File: src/rtl/mdu_cmd_pkg.sv
package mdu_cmd_pkg;

    localparam logic [3:0] OP_CLEAR = 4'd0;
    localparam logic [3:0] OP_IDEC  = 4'd1;
    localparam logic [3:0] OP_BDEC  = 4'd2;
    localparam logic [3:0] OP_VDEC  = 4'd3;
    localparam logic [3:0] OP_FDEC  = 4'd4;
    localparam logic [3:0] OP_SETIQ = 4'd5;
    localparam logic [3:0] OP_SETTH = 4'd6;
    localparam logic [3:0] OP_CSC   = 4'd7;
    localparam logic [3:0] OP_PACK  = 4'd8;
    localparam logic [3:0] OP_SETVQ = 4'd9;

    localparam logic [7:0] OFS_CMD  = 8'h00;
    localparam logic [7:0] OFS_CTRL = 8'h10;
    localparam logic [7:0] OFS_PTR  = 8'h20;
    localparam logic [7:0] OFS_TOP  = 8'h30;

    typedef enum logic [1:0] {
        ST_IDLE  = 2'd0,
        ST_ISSUE = 2'd1,
        ST_WAIT  = 2'd2
    } fsm_state_e;

    function automatic logic op_is_long(input logic [3:0] op);
        return (op != OP_CLEAR) && (op != OP_SETTH) && (op <= OP_SETVQ);
    endfunction

    function automatic logic op_has_skip(input logic [3:0] op);
        return (op == OP_VDEC) || (op == OP_FDEC) || (op == OP_SETIQ);
    endfunction

endpackage

File: src/rtl/mdu_ctrl_reg.sv
module mdu_ctrl_reg #(
    parameter int CFG_W = 8
) (
    input  logic             clk,
    input  logic             rst_n,
    input  logic             wr,
    input  logic [CFG_W-1:0] wr_cfg,
    input  logic             wr_rst,
    output logic [CFG_W-1:0] cfg,
    output logic             srst
);
    logic [CFG_W-1:0] fixed;

    assign srst = wr && wr_rst;

    always_comb begin
        fixed = wr_cfg;
        if (wr_cfg[1:0] == 2'b11)
            fixed[1:0] = 2'b01;
    end

    always_ff @(posedge clk or negedge rst_n) begin
        if (!rst_n)
            cfg <= '0;
        else if (wr)
            cfg <= fixed;
    end

    AST_PREC_FIXUP: assert property (@(posedge clk) disable iff (!rst_n)
        (wr && wr_cfg[1:0] == 2'b11) |=> (cfg[1:0] == 2'b01));

endmodule

File: src/rtl/mdu_bitptr.sv
module mdu_bitptr #(
    parameter int BP_W   = 7,
    parameter int SKIP_W = 6
) (
    input  logic              clk,
    input  logic              rst_n,
    input  logic              srst,
    input  logic              load,
    input  logic [BP_W-1:0]   load_val,
    input  logic              skip_en,
    input  logic [SKIP_W-1:0] skip,
    output logic [BP_W-1:0]   bp
);
    localparam int PAD = BP_W - SKIP_W;

    always_ff @(posedge clk or negedge rst_n) begin
        if (!rst_n)
            bp <= '0;
        else if (srst)
            bp <= '0;
        else if (load)
            bp <= load_val;
        else if (skip_en)
            bp <= bp + {{PAD{1'b0}}, skip};
    end

    AST_PTR_LOAD: assert property (@(posedge clk) disable iff (!rst_n)
        (load && !srst) |=> (bp == $past(load_val)));

    AST_PTR_RESET: assert property (@(posedge clk) disable iff (!rst_n)
        srst |=> (bp == '0));

endmodule

File: src/rtl/mdu_cmd_fsm.sv
module mdu_cmd_fsm
    import mdu_cmd_pkg::*;
#(
    parameter int BP_W   = 7,
    parameter int SKIP_W = 6,
    parameter int RES_W  = 31,
    parameter int CBP_W  = 6
) (
    input  logic              clk,
    input  logic              rst_n,
    input  logic              srst,
    input  logic              cmd_wr,
    input  logic [31:0]       cmd_word,
    input  logic              sub_done,
    input  logic [RES_W-1:0]  sub_result,
    input  logic              sub_scd,
    input  logic              sub_ecd,
    input  logic [CBP_W-1:0]  sub_cbp,
    output logic              busy,
    output logic              sub_start,
    output logic [31:0]       sub_arg,
    output logic [RES_W-1:0]  cmd_data,
    output logic [RES_W-1:0]  top_data,
    output logic              scd,
    output logic              ecd,
    output logic [CBP_W-1:0]  cbp,
    output logic              irq,
    output logic              fifo_clear,
    output logic [15:0]       thresh,
    output logic              bp_load,
    output logic [BP_W-1:0]   bp_load_val,
    output logic              skip_en,
    output logic [SKIP_W-1:0] skip
);
    fsm_state_e state, state_nx;
    logic [3:0] op;
    logic       accept;
    logic       finish;

    assign op          = cmd_word[31:28];
    assign accept      = cmd_wr && (state == ST_IDLE);
    assign finish      = (state == ST_WAIT) && sub_done;
    assign bp_load     = accept && (op == OP_CLEAR);
    assign bp_load_val = cmd_word[BP_W-1:0];
    assign skip_en     = accept && op_has_skip(op);
    assign skip        = cmd_word[SKIP_W-1:0];
    assign busy        = (state != ST_IDLE);
    assign sub_start   = (state == ST_ISSUE);

    always_comb begin
        state_nx = state;
        unique case (state)
            ST_IDLE:  if (accept && op_is_long(op)) state_nx = ST_ISSUE;
            ST_ISSUE: state_nx = ST_WAIT;
            ST_WAIT:  if (sub_done) state_nx = ST_IDLE;
            default:  state_nx = ST_IDLE;
        endcase
        if (srst)
            state_nx = ST_IDLE;
    end

    always_ff @(posedge clk or negedge rst_n) begin
        if (!rst_n)
            state <= ST_IDLE;
        else
            state <= state_nx;
    end

    always_ff @(posedge clk or negedge rst_n) begin
        if (!rst_n) begin
            sub_arg    <= '0;
            cmd_data   <= '0;
            top_data   <= '0;
            scd        <= 1'b0;
            ecd        <= 1'b0;
            cbp        <= '0;
            irq        <= 1'b0;
            fifo_clear <= 1'b0;
            thresh     <= '0;
        end else if (srst) begin
            sub_arg    <= '0;
            cmd_data   <= '0;
            top_data   <= '0;
            scd        <= 1'b0;
            ecd        <= 1'b0;
            cbp        <= '0;
            irq        <= 1'b0;
            fifo_clear <= 1'b1;
        end else begin
            irq        <= 1'b0;
            fifo_clear <= 1'b0;
            if (accept) begin
                scd     <= 1'b0;
                ecd     <= 1'b0;
                sub_arg <= cmd_word;
                if (op == OP_CLEAR) begin
                    fifo_clear <= 1'b1;
                    irq        <= 1'b1;
                end else if (op == OP_SETTH) begin
                    thresh <= {cmd_word[23:16], cmd_word[7:0]};
                    irq    <= 1'b1;
                end
            end
            if (finish) begin
                unique case (sub_arg[31:28])
                    OP_VDEC: begin
                        cmd_data <= sub_result;
                        ecd      <= (sub_result == '0);
                    end
                    OP_FDEC: begin
                        cmd_data <= sub_result;
                        top_data <= sub_result;
                    end
                    OP_BDEC: begin
                        scd <= sub_scd;
                        ecd <= sub_ecd;
                        cbp <= sub_cbp;
                        irq <= sub_scd || sub_ecd;
                    end
                    default: ;
                endcase
            end
        end
    end

    AST_START_PULSE: assert property (@(posedge clk) disable iff (!rst_n)
        sub_start |=> !sub_start);

    AST_BUSY_HOLD: assert property (@(posedge clk) disable iff (!rst_n)
        (busy && !sub_done && !srst) |=> busy);

    AST_RESET_IDLE: assert property (@(posedge clk) disable iff (!rst_n)
        srst |=> (!busy && fifo_clear));

    AST_BUSY_IGNORE: assert property (@(posedge clk) disable iff (!rst_n)
        (busy && cmd_wr && !srst) |=> $stable(sub_arg));

    AST_BDEC_IRQ: assert property (@(posedge clk) disable iff (!rst_n)
        (finish && !srst && sub_arg[31:28] == OP_BDEC && (sub_scd || sub_ecd)) |=> irq);

endmodule

File: src/rtl/mdu_cmd_front.sv
module mdu_cmd_front
    import mdu_cmd_pkg::*;
#(
    parameter int BP_W   = 7,
    parameter int SKIP_W = 6,
    parameter int RES_W  = 31,
    parameter int CBP_W  = 6,
    parameter int CFG_W  = 8
) (
    input  logic             clk,
    input  logic             rst_n,
    input  logic             wr_en,
    input  logic [7:0]       wr_addr,
    input  logic [31:0]      wr_data,
    input  logic [7:0]       rd_addr,
    output logic [31:0]      rd_data,
    output logic             irq,
    output logic             fifo_clear,
    output logic [BP_W-1:0]  bit_ptr,
    output logic [CFG_W-1:0] dec_cfg,
    output logic [15:0]      thresh,
    output logic             sub_start,
    output logic [3:0]       sub_op,
    output logic [31:0]      sub_arg,
    output logic [1:0]       vlc_table,
    input  logic             sub_done,
    input  logic [RES_W-1:0] sub_result,
    input  logic             sub_scd,
    input  logic             sub_ecd,
    input  logic [CBP_W-1:0] sub_cbp
);
    logic              srst, busy, scd, ecd;
    logic              bp_load, skip_en;
    logic [BP_W-1:0]   bp_load_val;
    logic [SKIP_W-1:0] skip;
    logic [RES_W-1:0]  cmd_data, top_data;
    logic [CBP_W-1:0]  cbp;
    logic              cmd_hit, ctrl_hit;

    assign cmd_hit   = wr_en && (wr_addr == OFS_CMD);
    assign ctrl_hit  = wr_en && (wr_addr == OFS_CTRL);
    assign sub_op    = sub_arg[31:28];
    assign vlc_table = sub_arg[27:26];

    mdu_ctrl_reg #(.CFG_W(CFG_W)) u_ctrl (
        .clk(clk), .rst_n(rst_n), .wr(ctrl_hit),
        .wr_cfg(wr_data[CFG_W-1:0]), .wr_rst(wr_data[30]),
        .cfg(dec_cfg), .srst(srst)
    );

    mdu_bitptr #(.BP_W(BP_W), .SKIP_W(SKIP_W)) u_ptr (
        .clk(clk), .rst_n(rst_n), .srst(srst),
        .load(bp_load), .load_val(bp_load_val),
        .skip_en(skip_en), .skip(skip), .bp(bit_ptr)
    );

    mdu_cmd_fsm #(.BP_W(BP_W), .SKIP_W(SKIP_W), .RES_W(RES_W), .CBP_W(CBP_W)) u_fsm (
        .clk(clk), .rst_n(rst_n), .srst(srst),
        .cmd_wr(cmd_hit), .cmd_word(wr_data),
        .sub_done(sub_done), .sub_result(sub_result),
        .sub_scd(sub_scd), .sub_ecd(sub_ecd), .sub_cbp(sub_cbp),
        .busy(busy), .sub_start(sub_start), .sub_arg(sub_arg),
        .cmd_data(cmd_data), .top_data(top_data),
        .scd(scd), .ecd(ecd), .cbp(cbp),
        .irq(irq), .fifo_clear(fifo_clear), .thresh(thresh),
        .bp_load(bp_load), .bp_load_val(bp_load_val),
        .skip_en(skip_en), .skip(skip)
    );

    always_comb begin
        rd_data = '0;
        case (rd_addr)
            OFS_CMD:  rd_data = {busy, cmd_data};
            OFS_CTRL: begin
                rd_data[31]             = busy;
                rd_data[17]             = scd;
                rd_data[16]             = ecd;
                rd_data[8 +: CBP_W]     = cbp;
                rd_data[CFG_W-1:0]      = dec_cfg;
            end
            OFS_PTR:  rd_data[BP_W-1:0] = bit_ptr;
            OFS_TOP:  rd_data = {busy, top_data};
            default:  rd_data = '0;
        endcase
    end

    AST_BUSY_VISIBLE: assert property (@(posedge clk) disable iff (!rst_n)
        sub_start |-> (rd_addr != OFS_CMD || rd_data[31]));

endmodule

File: config.mk
export PLATFORM = sky130hd
export DESIGN_NAME = mdu_cmd_front
export DESIGN_NICKNAME = d
export VERILOG_FILES = /design/src/rtl/mdu_cmd_pkg.sv /design/src/rtl/mdu_ctrl_reg.sv /design/src/rtl/mdu_bitptr.sv /design/src/rtl/mdu_cmd_fsm.sv /design/src/rtl/mdu_cmd_front.sv
export SDC_FILE = /design/constraint.sdc
export NUM_CORES = 1
export LEC_CHECK = 0
export BUFFER_PORTS_ARGS = -buffer_cell sky130_fd_sc_hd__buf_2
export CAP_MARGIN = 5
export CORE_MARGIN = 4
export CORE_UTILIZATION = 45
export DETAILED_ROUTE_END_ITERATION = 6
export PLACE_DENSITY = 0.73
export SLEW_MARGIN = 20
export SYNTH_ARGS = -nofsm -noshare
export SYNTH_HDL_FRONTEND = slang
export SYNTH_SLANG_ARGS = --single-unit
File: constraint.sdc
create_clock -name clk -period 4 [get_ports clk]
set_input_delay 0.4 -clock clk [delete_from_list [all_inputs] [get_ports clk]]
set_output_delay 0.4 -clock clk [all_outputs]
set_load 0.05 [all_outputs]
==> impl_metrics.yaml, run 1 <==
run_status:
  outcome: "finished clean"
worst_setup_path:
  cp_common_cell: "buf_2"
  worstPathRequired_ns: 3.60
  startpoint_type: "primary input"
  cp-startpoint: "rd_addr[5]"
  crit_end: "rd_data[27]"
  rrSetupSlack_ns: 1.71
  crit_slowest_cell: "and3_1"
  end_kind: "primary output"
  r2r-end: "u_fsm.top_data[1]$_DFFE_PN0P_"
  critPathKind: "primary input to primary output"
  worstPathArrival_ns: 2.22
  path_max_fanout: 19
  path_cells: "buf_2, and2_1, and3_1, a22o_1, buf_2"
  worst_r2r_path_depth: 6
  cpPeakStageDelay_ns: 0.58
  r2r_start: "u_fsm.sub_arg[31]$_DFFE_PN0P_"
floorplanning:
  std_cell_rows: 43
  initial_core_util_pct: 46.26
  dieHeight_um: 127.7
  ioPinCount: 195
  core_mm2: 0.01393
  dieArea_mm2: 0.01630
  die_width_um: 127.7
layout:
  fin_cells: 1038
  final_core_util_pct: 58.02
  design_area_mm2: 0.008085
  final_layout_size_suffix_gt1_share_pct: 31.16
  final_common_cell: "buf_2"
  area.growth.synth_to_final_pct: 25.43
  finalNetCount: 945
  layout_common_cells: "193 x buf_2, 179 x nand2_1, 137 x dfrtp_1, 74 x o21ai_0, 39 x nor2_1"
global_route:
  grt_max_degree: 80
  grt_pass1_wl_um: 28660
  grtUsageTotal_pct: 22.48
  antenna_found_initial: 0
  overflow: 0
  grt_pass1_vias: 5375
logic_synthesis:
  synth_cells: 667
  avgSynthCellArea_um2: 9.664
  ys_seq_area_share_pct: 53.18
  ys_seq_elements: 137
  ys_async_sr_fraction_pct: 100.0
  synth_warnings: 0
  synth_cell_types: 52
  syn_area_mm2: 0.006446
  syn_nets: 765
  synthFlopType: "dfrtp_1"
  synth_edf_count: 0
timing:
  maxSlewViolCount: 0
  relSlewSlack_pct: 46.48
  worst_pin_slew_ns: 0.7916
  finalClockSkew_ns: 0.005526
  fmax_ghz: 0.3816
  finalSetupTns_ns: 0
  timing.final.hold_violations: 0
  rsz0062_at_grt: "false"
  setup-violations-final: 0
  period_minus_slack_ns: 2.620
  period_share_pct: 65.51
placed_design:
  io_buffers: 194
  globalplace.congestion: 0.8212
  dp_hpwl_um: 12890
  postPlaceCellArea_mm2: 0.007540
  dp_cells: 1008
route:
  post-route-drc-count: 0
  finalWirelength_um: 17920
  wl_per_cell_um: 17.26
  first_pass_iters: 5
  via_count: 5512
  viasPerCell: 5.310
  drtAntennaViolNets: 0
  drt_iter0_markers: 307
cts:
  clock-root-buffer: "clkbuf_16"
  post_cts_buffers: 0
  cts_htree_levels: 4
  cts_tree: "done"
  clock-sinks: 137
  clkLatencyLatePin_ns: 0.41
  clkSlewWorstSetupHoldPaths_ns: 0.05
  numCtsBuffers: 17
  clockBufferDepth: 2
  cts_resized: 0
  hold_buffers: 0
power:
  pwr_density_cell_mw_per_mm2: 395.4
  p_int_mw: 2.413
  power.switching_mw: 0.7836
  p_leak_nw: 4.455
  power_frac_seq_pct: 45.4
  p_comb_share_pct: 9.5
  clock_power_share_pct: 45.0
  vdd_drop_max_uv: 236.5
  switching_share_pct: 24.51
  power.total_mw: 3.197
min_path:
  min_path_type: "primary input to async pin"
job:
  drv_cap: 0
==> area by class of cell <==
class	count	area, um^2
antenna	1	2.502
multi-input combinational	477	2789
fill	1260	5849
sequential	137	3428
clock buffer	27	533.0
tap	180	225.2
inverter	8	30.03
clock inverter	2	10.01
timing repair buffer	206	1067
==> power by group through the flow <==
| stage | sequential [mW] | clock, mW | combinational [mW] |
|---|---|---|---|
| final | 1.45 | 1.44 | 0.305 |
| after global routing | 1.46 | 1.55 | 0.335 |
| after CTS | 1.45 | 1.47 | 0.310 |
| after detailed placement | 1.48 | 0 | 0.309 |
| after global placement | 1.47 | 0 | 0.305 |
| after floorplan | 1.55 | 0 | 0.101 |
==> Yosys cell counts (all sizes together), types with 3 or more instances <==
library cell	number	area [um^2]
a211oi	3	22.52
a21oi	18	90.09
a22o	15	131.4
and3	8	50.05
buf	19	116.4
clkbuf	26	97.59
dfrtp	137	3428
ha	6	75.07
inv	8	30.03
mux2	15	199.0
mux2i	21	210.2
mux4	7	157.7
nand2	181	686.9
nand3	33	170.2
nand3b	3	22.52
nand4	4	40.04
nor2	41	156.4
nor3	8	51.30
nor3b	3	33.78
nor4	11	90.08
o21ai	76	380.4
xor2	4	35.03
==> routing by layer <==
metal	part of all wire [%]	track usage (%)	up-vias
met1	43	30.56	2652
li1	-	-	2638
met4	2.0	8.365	0
met3	8.1	6.875	26
met5	0	0	-
met2	47	34.19	196
==> metrics by stage <==
stage / setup slack, ns / hold WS [ns]
2_1_floorplan: 1.551 / 0.1044
3_3_place_gp: 1.285 / 0.4605
3_5_place_dp: 1.252 / 0.4704
4_1_cts: 1.377 / 0.04486
5_1_grt: 1.250 / 0.08129
6_report: 1.380 / 0.02775
==> critical path: cells and delay by family <==
family	cells	cell delay, ns
buffers and inverters	2	0.60
AOI/OAI and AO/OA	1	0.22
and+or+nand+nor	2	0.98
==> worst min path at each step <==
| stage | from | end |
|---|---|---|
| global route | rst_n | u_fsm.cbp[4]$_DFFE_PN0P_ |
| finish | rst_n | u_fsm.cmd_data[18]$_DFFE_PN0P_ |
| global placement | u_fsm.cmd_data[10]$_DFFE_PN0P_ | u_fsm.cmd_data[10]$_DFFE_PN0P_ |
| floorplan | rst_n | u_ctrl.cfg[0]$_DFFE_PN0N_ |
| CTS | rst_n | u_fsm.cmd_data[18]$_DFFE_PN0P_ |
| detailed placement | u_fsm.cmd_data[11]$_DFFE_PN0P_ | u_fsm.cmd_data[11]$_DFFE_PN0P_ |
==> registers in the layout, summed over array words and instances (netlist names) <==
name              flops
u_ptr.bp              7
u_fsm.sub_arg        32
u_fsm.irq             1
u_fsm.fifo_clear      1
u_fsm.top_data       31
u_fsm.thresh         16
u_fsm.cbp             6
u_fsm.state           2
u_fsm.ecd             1
u_fsm.cmd_data       31
u_ctrl.cfg            8
u_fsm.scd             1
==> kinds of logic after synthesis <==
logic type	count (synthesis)	share of synthesized area, %
compound gates	120	10.62
mux	43	8.793
simple gates	302	21.47
xor+xnor	5	0.6793
flops	137	53.18
buf+inv	53	3.785
fa+ha+maj	7	1.475
(Power assumes the default switching activity.)
==> run 2: changes to the inputs <==
Clock period 4 ns to 2.7 ns, I/O delays scaled along.
==> impl_metrics.yaml, run 2 (synthesis results as in run 1) <==
worst_setup_path:
  r2r-end: "u_fsm.thresh[8]$_DFFE_PN0P_"
  path_max_fanout: 17
  worst_r2r_path_depth: 4
  startpoint_type: "flip-flop"
  cp-startpoint: "u_fsm.state[1]$_DFFE_PN0P_"
  rrSetupSlack_ns: 0.65
  worstPathRequired_ns: 3.01
  end_kind: "flip-flop"
  worstPathArrival_ns: 2.36
  r2r_start: "u_fsm.state[1]$_DFFE_PN0P_"
  critPathKind: "flip-flop to flip-flop"
floorplanning:
  die_width_um: 127.7
  initial_core_util_pct: 46.26
  dieHeight_um: 127.7
  std_cell_rows: 43
  dieArea_mm2: 0.01630
  ioPinCount: 195
  core_mm2: 0.01393
placed_design:
  io_buffers: 194
  dp_hpwl_um: 12980
  globalplace.congestion: 0.8140
cts:
  post_cts_buffers: 0
  clock-sinks: 137
  cts_htree_levels: 4
  cts_tree: "done"
  numCtsBuffers: 17
  clkLatencyLatePin_ns: 0.43
  clockBufferDepth: 2
  clkSlewWorstSetupHoldPaths_ns: 0.06
  clock-root-buffer: "clkbuf_16"
min_path:
  hold_path_end: "u_fsm.sub_arg[13]$_DFFE_PN0P_"
  min_path_type: "primary input to flip-flop"
  holdPathStages: 3
  min_from: "wr_data[13]"
power:
  pwr_density_cell_mw_per_mm2: 619.9
  p_leak_nw: 4.542
  p_int_mw: 3.896
  clock_power_share_pct: 49.2
  power.switching_mw: 1.242
  p_comb_share_pct: 8.9
  power_frac_seq_pct: 41.9
  switching_share_pct: 24.18
  vdd_drop_max_uv: 431.3
global_route:
  overflow: 0
  grtUsageTotal_pct: 22.82
  grt_pass1_vias: 5580
  grt_pass1_wl_um: 29030
  grt_max_degree: 64
  antenna_found_initial: 1
timing:
  finalSetupTns_ns: 0
  whs_ns: 0.03300
  rsz0062_at_grt: "false"
  finalClockSkew_ns: 0.01100
  worst_pin_slew_ns: 0.6457
  setup-violations-final: 0
  timing.final.hold_violations: 0
  fmax_ghz: 0.4872
  maxSlewViolCount: 0
  period_share_pct: 76.01
  period_minus_slack_ns: 2.052
  relSlewSlack_pct: 56.85
route:
  drtAntennaViolNets: 0
  via_count: 5519
  post-route-drc-count: 0
  viasPerCell: 5.271
  finalWirelength_um: 18110
  first_pass_iters: 5
  wl_per_cell_um: 17.30
  drt_iter0_markers: 289
layout:
  final_layout_size_suffix_gt1_share_pct: 32.06
  regMostFlops: "u_fsm.sub_arg"
  layout_common_cells: "193 x buf_2, 179 x nand2_1, 137 x dfrtp_1, 74 x o21ai_0, 39 x nor2_1"
  n_fill_cell: 1250
  n_antenna_cell: 0
  final_common_cell: "buf_2"
  area.growth.synth_to_final_pct: 28.59
  top_regs: "u_fsm.sub_arg: 32 flops, u_fsm.cmd_data: 31 flops, u_fsm.top_data: 31 flops"
  largest_reg_flops: 32
  finalNetCount: 952
job:
  drv_cap: 0
run_status:
  outcome: "finished clean"
==> run 2: critical path, cell delays in order, from the launching register on <==
cell and delay (ns):
dfrtp_1 0.43, nor3_1 0.35, nor3b_4 0.36, nand4_4 0.38
mux2_4 0.42
==> run 2: worst max path at each step <==
stage / end / slack, ns / cells past startpoint
2_1_floorplan: rd_data[14] / 0.51 / 7
3_3_place_gp: u_fsm.cmd_data[28]$_DFFE_PN0P_ / 0.43 / 7
3_5_place_dp: u_fsm.top_data[3]$_DFFE_PN0P_ / 0.38 / 6
4_1_cts: u_fsm.top_data[0]$_DFFE_PN0P_ / 0.47 / 5
5_1_grt: u_ptr.bp[6]$_DFFE_PN0P_ / 0.47 / 6
6_report: u_fsm.thresh[8]$_DFFE_PN0P_ / 0.65 / 4
==> run 2: repair_timing <==
item | 4_1_cts | 5_1_grt
hold buffers | 1 | 0
resized for setup | 0 | 0
endpoints found under the setup margin | 0 | 0
endpoints found under the hold margin | 54 | 0
==> run 2: layout make-up <==
class                   instances  area [um^2]  share of cell area [%]
clock buffers                  22        484.2                   5.842
clock inverters                10        165.2                   1.992
inverters                       8        30.03                  0.3623
multi-input cells             477         2789                   33.65
flip-flops and latches        137         3428                   41.36
well taps                     180        225.2                   2.717
repair buffers                213         1167                   14.08
==> run 2: routing by layer <==
metal,vias up,routed length (um),GRT usage (%)
li1,2659,-,-
met1,2635,7804,30.17
met2,203,8576,36.45
met3,20,1474,7.292
met4,2,233,6.429
met5,-,20,0
==> run 2: per-stage QoR <==
step / cell area (um^2) / power [mW] / util (%) / setup WS [ns] / std cells
6_report: 8289 / 5.138 / 59.49 / 0.6477 / 1047
5_1_grt: 8289 / 5.322 / 59.49 / 0.4691 / 1047
4_1_cts: 8262 / 5.185 / 59.29 / 0.4676 / 1046
3_5_place_dp: 7602 / 2.648 / 54.56 / 0.3843 / 1013
3_3_place_gp: 7602 / 2.641 / 54.56 / 0.4329 / 1013
2_1_floorplan: 6446 / 2.438 / - / 0.5106 / 667
==> run 2: power by group through the flow <==
| stage | Combinational (mW) | Sequential, mW | Clock (mW) |
|---|---|---|---|
| floorplan | 0.149 | 2.29 | 0 |
| global placement | 0.456 | 2.18 | 0 |
| detailed placement | 0.463 | 2.18 | 0 |
| CTS | 0.465 | 2.15 | 2.57 |
| global route | 0.503 | 2.16 | 2.66 |
| finish | 0.459 | 2.15 | 2.53 |
